File: config.mk
export PLATFORM = sky130hd
export DESIGN_NAME = cmd_frame_rx
export DESIGN_NICKNAME = d
export VERILOG_FILES = /design/src/rtl/cmd_frame_rx_pkg.sv /design/src/rtl/cmd_frame_rx_dp.sv /design/src/rtl/cmd_frame_rx_ctl.sv /design/src/rtl/cmd_frame_rx.sv
export SDC_FILE = /design/constraint.sdc
export NUM_CORES = 1
export LEC_CHECK = 0
export ABC_CLOCK_PERIOD_IN_PS = 1300
export BUFFER_PORTS_ARGS = -buffer_cell sky130_fd_sc_hd__buf_2
export CAP_MARGIN = 30
export CORE_AREA = 8 8 45 47
export CTS_CLUSTER_SIZE = 24
export DETAILED_ROUTE_END_ITERATION = 6
export DIE_AREA = 0 0 53 55
export PLACE_DENSITY = 0.56
export SETUP_SLACK_MARGIN = 0.1
export SLEW_MARGIN = 40
export SYNTH_ARGS = -nofsm -noshare
export SYNTH_HDL_FRONTEND = slang
export SYNTH_SLANG_ARGS = --single-unit
File: constraint.sdc
create_clock -name clk -period 1.3 [get_ports clk]
set_input_delay 0.39 -clock clk [delete_from_list [all_inputs] [get_ports clk]]
set_output_delay 0.39 -clock clk [all_outputs]
set_load 0.05 [all_outputs]
File: src/rtl/cmd_frame_rx_pkg.sv
package cmd_frame_rx_pkg;

  // Width of the bit index carried from control to datapath (up to 16 data bits).
  localparam int IDX_W = 4;

  typedef struct packed {
    logic             dataWe;   // write the re-sampled bit into a holding register
    logic [IDX_W-1:0] dataIdx;  // which holding register to write
  } rx_ctrl_t;

endpackage

File: src/rtl/cmd_frame_rx_dp.sv
module cmd_frame_rx_dp
  import cmd_frame_rx_pkg::*;
#(
  parameter int DATA_BITS = 3
) (
  input  logic                 clk,
  input  logic                 rstN,
  input  logic                 lineIn,
  input  rx_ctrl_t             ctrl,
  output logic                 lineSync,
  output logic [DATA_BITS-1:0] dataOut
);

  // Re-sample the line half a period after it changes.
  always_ff @(negedge clk or negedge rstN) begin
    if (!rstN) lineSync <= 1'b0;
    else       lineSync <= lineIn;
  end

  for (genvar gi = 0; gi < DATA_BITS; gi++) begin : g_hold
    logic bitQ;
    always_ff @(posedge clk or negedge rstN) begin
      if (!rstN)
        bitQ <= 1'b0;
      else if (ctrl.dataWe && ctrl.dataIdx == IDX_W'(gi))
        bitQ <= lineSync;
    end
    assign dataOut[gi] = bitQ;
  end

  // Holding registers keep their contents whenever no data bit is being taken.
  p_hold_idle_r7: assert property (@(posedge clk) disable iff (!rstN)
    !ctrl.dataWe |=> $stable(dataOut));

endmodule

File: src/rtl/cmd_frame_rx_ctl.sv
module cmd_frame_rx_ctl
  import cmd_frame_rx_pkg::*;
#(
  parameter int DATA_BITS = 3,
  parameter int STOP_BITS = 2
) (
  input  logic     clk,
  input  logic     rstN,
  input  logic     lineSync,
  output rx_ctrl_t ctrl,
  output logic     frameValid
);

  localparam int MAXB  = (DATA_BITS > STOP_BITS) ? DATA_BITS : STOP_BITS;
  localparam int CNT_W = (MAXB > 1) ? $clog2(MAXB) : 1;

  typedef enum logic [1:0] {ST_IDLE, ST_DATA, ST_STOP} rx_state_e;

  rx_state_e        state, stateNext;
  logic [CNT_W-1:0] cnt, cntNext;
  logic             validNext;

  always_comb begin
    stateNext    = state;
    cntNext      = cnt;
    validNext    = 1'b0;
    ctrl.dataWe  = 1'b0;
    ctrl.dataIdx = IDX_W'(cnt);
    unique case (state)
      ST_IDLE: begin
        cntNext = '0;
        if (lineSync) stateNext = ST_DATA;
      end
      ST_DATA: begin
        ctrl.dataWe = 1'b1;
        if (cnt == CNT_W'(DATA_BITS - 1)) begin
          stateNext = ST_STOP;
          cntNext   = '0;
        end else begin
          cntNext = cnt + CNT_W'(1);
        end
      end
      ST_STOP: begin
        if (lineSync) begin
          stateNext = ST_IDLE;
          cntNext   = '0;
        end else if (cnt == CNT_W'(STOP_BITS - 1)) begin
          stateNext = ST_IDLE;
          cntNext   = '0;
          validNext = 1'b1;
        end else begin
          cntNext = cnt + CNT_W'(1);
        end
      end
      default: stateNext = ST_IDLE;
    endcase
  end

  always_ff @(posedge clk or negedge rstN) begin
    if (!rstN) begin
      state      <= ST_IDLE;
      cnt        <= '0;
      frameValid <= 1'b0;
    end else begin
      state      <= stateNext;
      cnt        <= cntNext;
      frameValid <= validNext;
    end
  end

  // A start bit seen in idle begins reception of D0.
  p_start_enter_r2: assert property (@(posedge clk) disable iff (!rstN)
    (state == ST_IDLE && lineSync) |=> (state == ST_DATA && cnt == '0));

  // The strobe never lasts more than one cycle.
  p_valid_single_r4: assert property (@(posedge clk) disable iff (!rstN)
    frameValid |=> !frameValid);

  // A high stop bit aborts the frame without a strobe.
  p_stop_abort_r5: assert property (@(posedge clk) disable iff (!rstN)
    (state == ST_STOP && lineSync) |=> (state == ST_IDLE && !frameValid));

  // While the strobe is up, the receiver is already idle and ready.
  p_valid_idle_r6: assert property (@(posedge clk) disable iff (!rstN)
    frameValid |-> state == ST_IDLE);

endmodule

File: src/rtl/cmd_frame_rx.sv
module cmd_frame_rx
  import cmd_frame_rx_pkg::*;
#(
  parameter int DATA_BITS = 3,
  parameter int STOP_BITS = 2
) (
  input  logic                 clk,
  input  logic                 rstN,
  input  logic                 lineIn,
  output logic [DATA_BITS-1:0] dataOut,
  output logic                 frameValid
);

  rx_ctrl_t ctrl;
  logic     lineSync;

  cmd_frame_rx_dp #(
    .DATA_BITS (DATA_BITS)
  ) i_dp (
    .clk      (clk),
    .rstN     (rstN),
    .lineIn   (lineIn),
    .ctrl     (ctrl),
    .lineSync (lineSync),
    .dataOut  (dataOut)
  );

  cmd_frame_rx_ctl #(
    .DATA_BITS (DATA_BITS),
    .STOP_BITS (STOP_BITS)
  ) i_ctl (
    .clk        (clk),
    .rstN       (rstN),
    .lineSync   (lineSync),
    .ctrl       (ctrl),
    .frameValid (frameValid)
  );

endmodule

==> impl_metrics.toml <==
[floorplan]
die_w_um = 53
die_h_um = 55
num_rows = 14
core_area_um2 = 1384
io_pins = 7
die_area_um2 = 2915
start_util = 0.3608

[routing]
vias_per_cell = 4.600
post-route-drc-count = 0
totalWireLength_um = 986
num_vias = 368
drtIter0Drc = 4
drt-wirelength-per-cell_um = 12.33
ant_nets = 0
firstDrtPassIters = 2

[grt]
grt_max_degree = 9
grt_pass1_vias = 373
grt_antenna_before_repair = 0
grt_use_total = 0.08292
gr-total-overflow = 0
grt_pass1_wl_mm = 1.649

[yosys]
yosys_warnings = 0
synth_ff_type = "dfrtp_1"
postSynthCellCount = 47
synth_cell_types = 21
synth-edff-count = 0
synth.most_common_cell = "dfrtp_1"
syn_nets = 55
synth-async-reset-ratio = 1.000
avgSynthCellArea_um2 = 10.62
synth_top_area_frac = 0.4010
synth.top_cells.by_count = "8 x dfrtp_1, 5 x ha_1, 5 x o21ai_0"
ys_ff_latch = 9
synth_area_um2 = 499.2
yosys-top-cells-area = "dfrtp_1 40%, ha_1 13%, mux2_2 6.8%"
yosysSeqAreaShare = 0.4511
synth_area_leader_cell = "dfrtp_1"

[final_layout]
fin_nets = 73
antenna_cells = 0
area_growth_pct = 35.59
drive_above_1_share = 0.4063
nFillCells = 121

[critical_path]
crit_fanout = 4
required_ns = 1.45
critPathLaunchType = "flip-flop"
path_class = "flip-flop to flip-flop"
crit_slowest_cell = "dfrtn_1"
path_buf_inv = 0
crit_family = "flip-flops"
slowest_delay_ns = 0.45
cp-end-kind = "flip-flop"
cp_data_arrival_time_ns = 1.87
path_cells = "nand2b_4 -> o22ai_4 -> o2bb2ai_1 -> o21bai_1"

[timing]
tightest_slew_ns = 0.2764
hold_violations = 0
slew_viol_final = 0
setup_ws_ns = -0.4215
fin_setup_tns_ns = -2.472
slew_headroom = 0.8143
setup_viol = 8
skew_ns = 0.008431
rsz0062_at_grt = "yes"

[clocking]
cts-root-buf = "clkbuf_4"
cts.clk_slew.worst_paths_ns = 0.06
clkSinkCount = 9
ctsHoldBuffers = 0
cts_buffers = 3
tritoncts = "done"
h-tree-depth = 1
cts.path.max_buffers = 2
worstSkewPairLatency_ns = 0.27

[place]
gp_congestion = 0.7369
hpwl_um = 777.5
numPortBuffers = 6

[min_path]
min_path_type = "input port to async pin"

[power]
total_power_mw = 1.516
leakagePower_nw = 0.3367
ir_drop_mv = 0.7909
power.density_nw_per_um2 = 2239

[outcome]
outcome = "complete, but fails checks"
violations = "setup timing"

[job]
max_cap_viol_count = 0
==> power breakdown <==
group	internal, mW	total (mW)	switching, mW	leakage, nW
sequential	0.368	0.441	0.0729	0.115
clock	0.119	0.225	0.107	0.0150
combinational	0.401	0.849	0.448	0.206
==> path summary, 6_finish.rpt <==
check / cells after the start / slack (ns) / to / start
worst max register to register: 4 / -0.42 / i_ctl.state[0]$_DFFE_PN0P_ / i_dp.lineSync$_DFF_NN0_
max in group asynchronous: 1 / 0.74 / i_dp.lineSync$_DFF_NN0_ / rstN
worst min-delay path: 2 / 0.06 / i_ctl.state[1]$_DFFE_PN0P_ / rstN
worst max-delay path: 4 / -0.42 / i_ctl.state[0]$_DFFE_PN0P_ / i_dp.lineSync$_DFF_NN0_
min in group clk: 1 / 0.54 / i_dp.g_hold[1].bitQ$_DFFE_PN0P_ / i_dp.g_hold[1].bitQ$_DFFE_PN0P_
worst min register to register: 1 / 0.54 / i_dp.g_hold[1].bitQ$_DFFE_PN0P_ / i_dp.g_hold[1].bitQ$_DFFE_PN0P_
==> metal layers <==
layer  global-route usage  vias up  wire (µm)
li1                     -      186          -
met1              0.08629      171        430
met2               0.1250        7        473
met3              0.02674        4         55
met4              0.09052        0         27
met5                    0        -          0
==> cells in the final DEF (no fill, tap or decap), drive strengths merged <==
| cell | instances |
|---|---|
| buf | 16 |
| inv | 4 |
| nor2 | 3 |
| nand2b | 2 |
| nor3b | 1 |
| nand2 | 3 |
| and2b | 2 |
| o21ai | 5 |
| mux2 | 3 |
| dfrtp | 8 |
| o2bb2ai | 1 |
| dfrtn | 1 |
| ha | 5 |
| o21bai | 1 |
| a21oi | 1 |
| nor2b | 1 |
| a22o | 1 |
| nor3 | 1 |
| clkbuf | 4 |
| o22ai | 1 |
==> metrics by stage <==
stage	hold slack, ns	util	std cells	setup slack, ns	cell area, µm²
6_report	0.05627	0.4892	80	-0.4215	676.9
5_1_grt	0.07075	0.4892	80	-0.4576	676.9
4_1_cts	0.04945	0.4892	80	-0.4095	676.9
3_5_place_dp	0.3441	0.4277	74	-0.4401	591.8
3_3_place_gp	0.3424	0.4277	74	-0.4227	591.8
2_1_floorplan	0.09441	-	47	-0.3949	504.2
==> state kept, by name, summed over array words and instances, names as in the netlist <==
register / cells
i_dp.g_hold.bitQ: 3
i_ctl.cnt: 2
i_ctl.state: 2
i_dp.lineSync: 1
i_ctl.frameValid: 1
==> final cells by class <==
class                      instances  area, µm²  area share
tap                               16      20.02     0.02957
timing repair buffer              16      133.9      0.1978
inverter                           4      15.01     0.02218
multi-input combinational         31      256.5      0.3789
sequential                         9      225.2      0.3327
clock buffer                       4      26.28     0.03882
==> kinds of logic after synthesis <==
kind of cell,synth area share
adders and majority gates,0.1253
buffers and inverters,0.07518
DFF,0.4511
AOI/OAI and AO/OA,0.1353
and+or+nand+nor,0.1454
muxes,0.06766
==> repair_timing <==
action,CTS,global route
resized for setup,13,0
pin swaps,1,2
endpoints found under the setup margin,12,12
buffers inserted,2,0
Power figures use the tool's default switching activity.
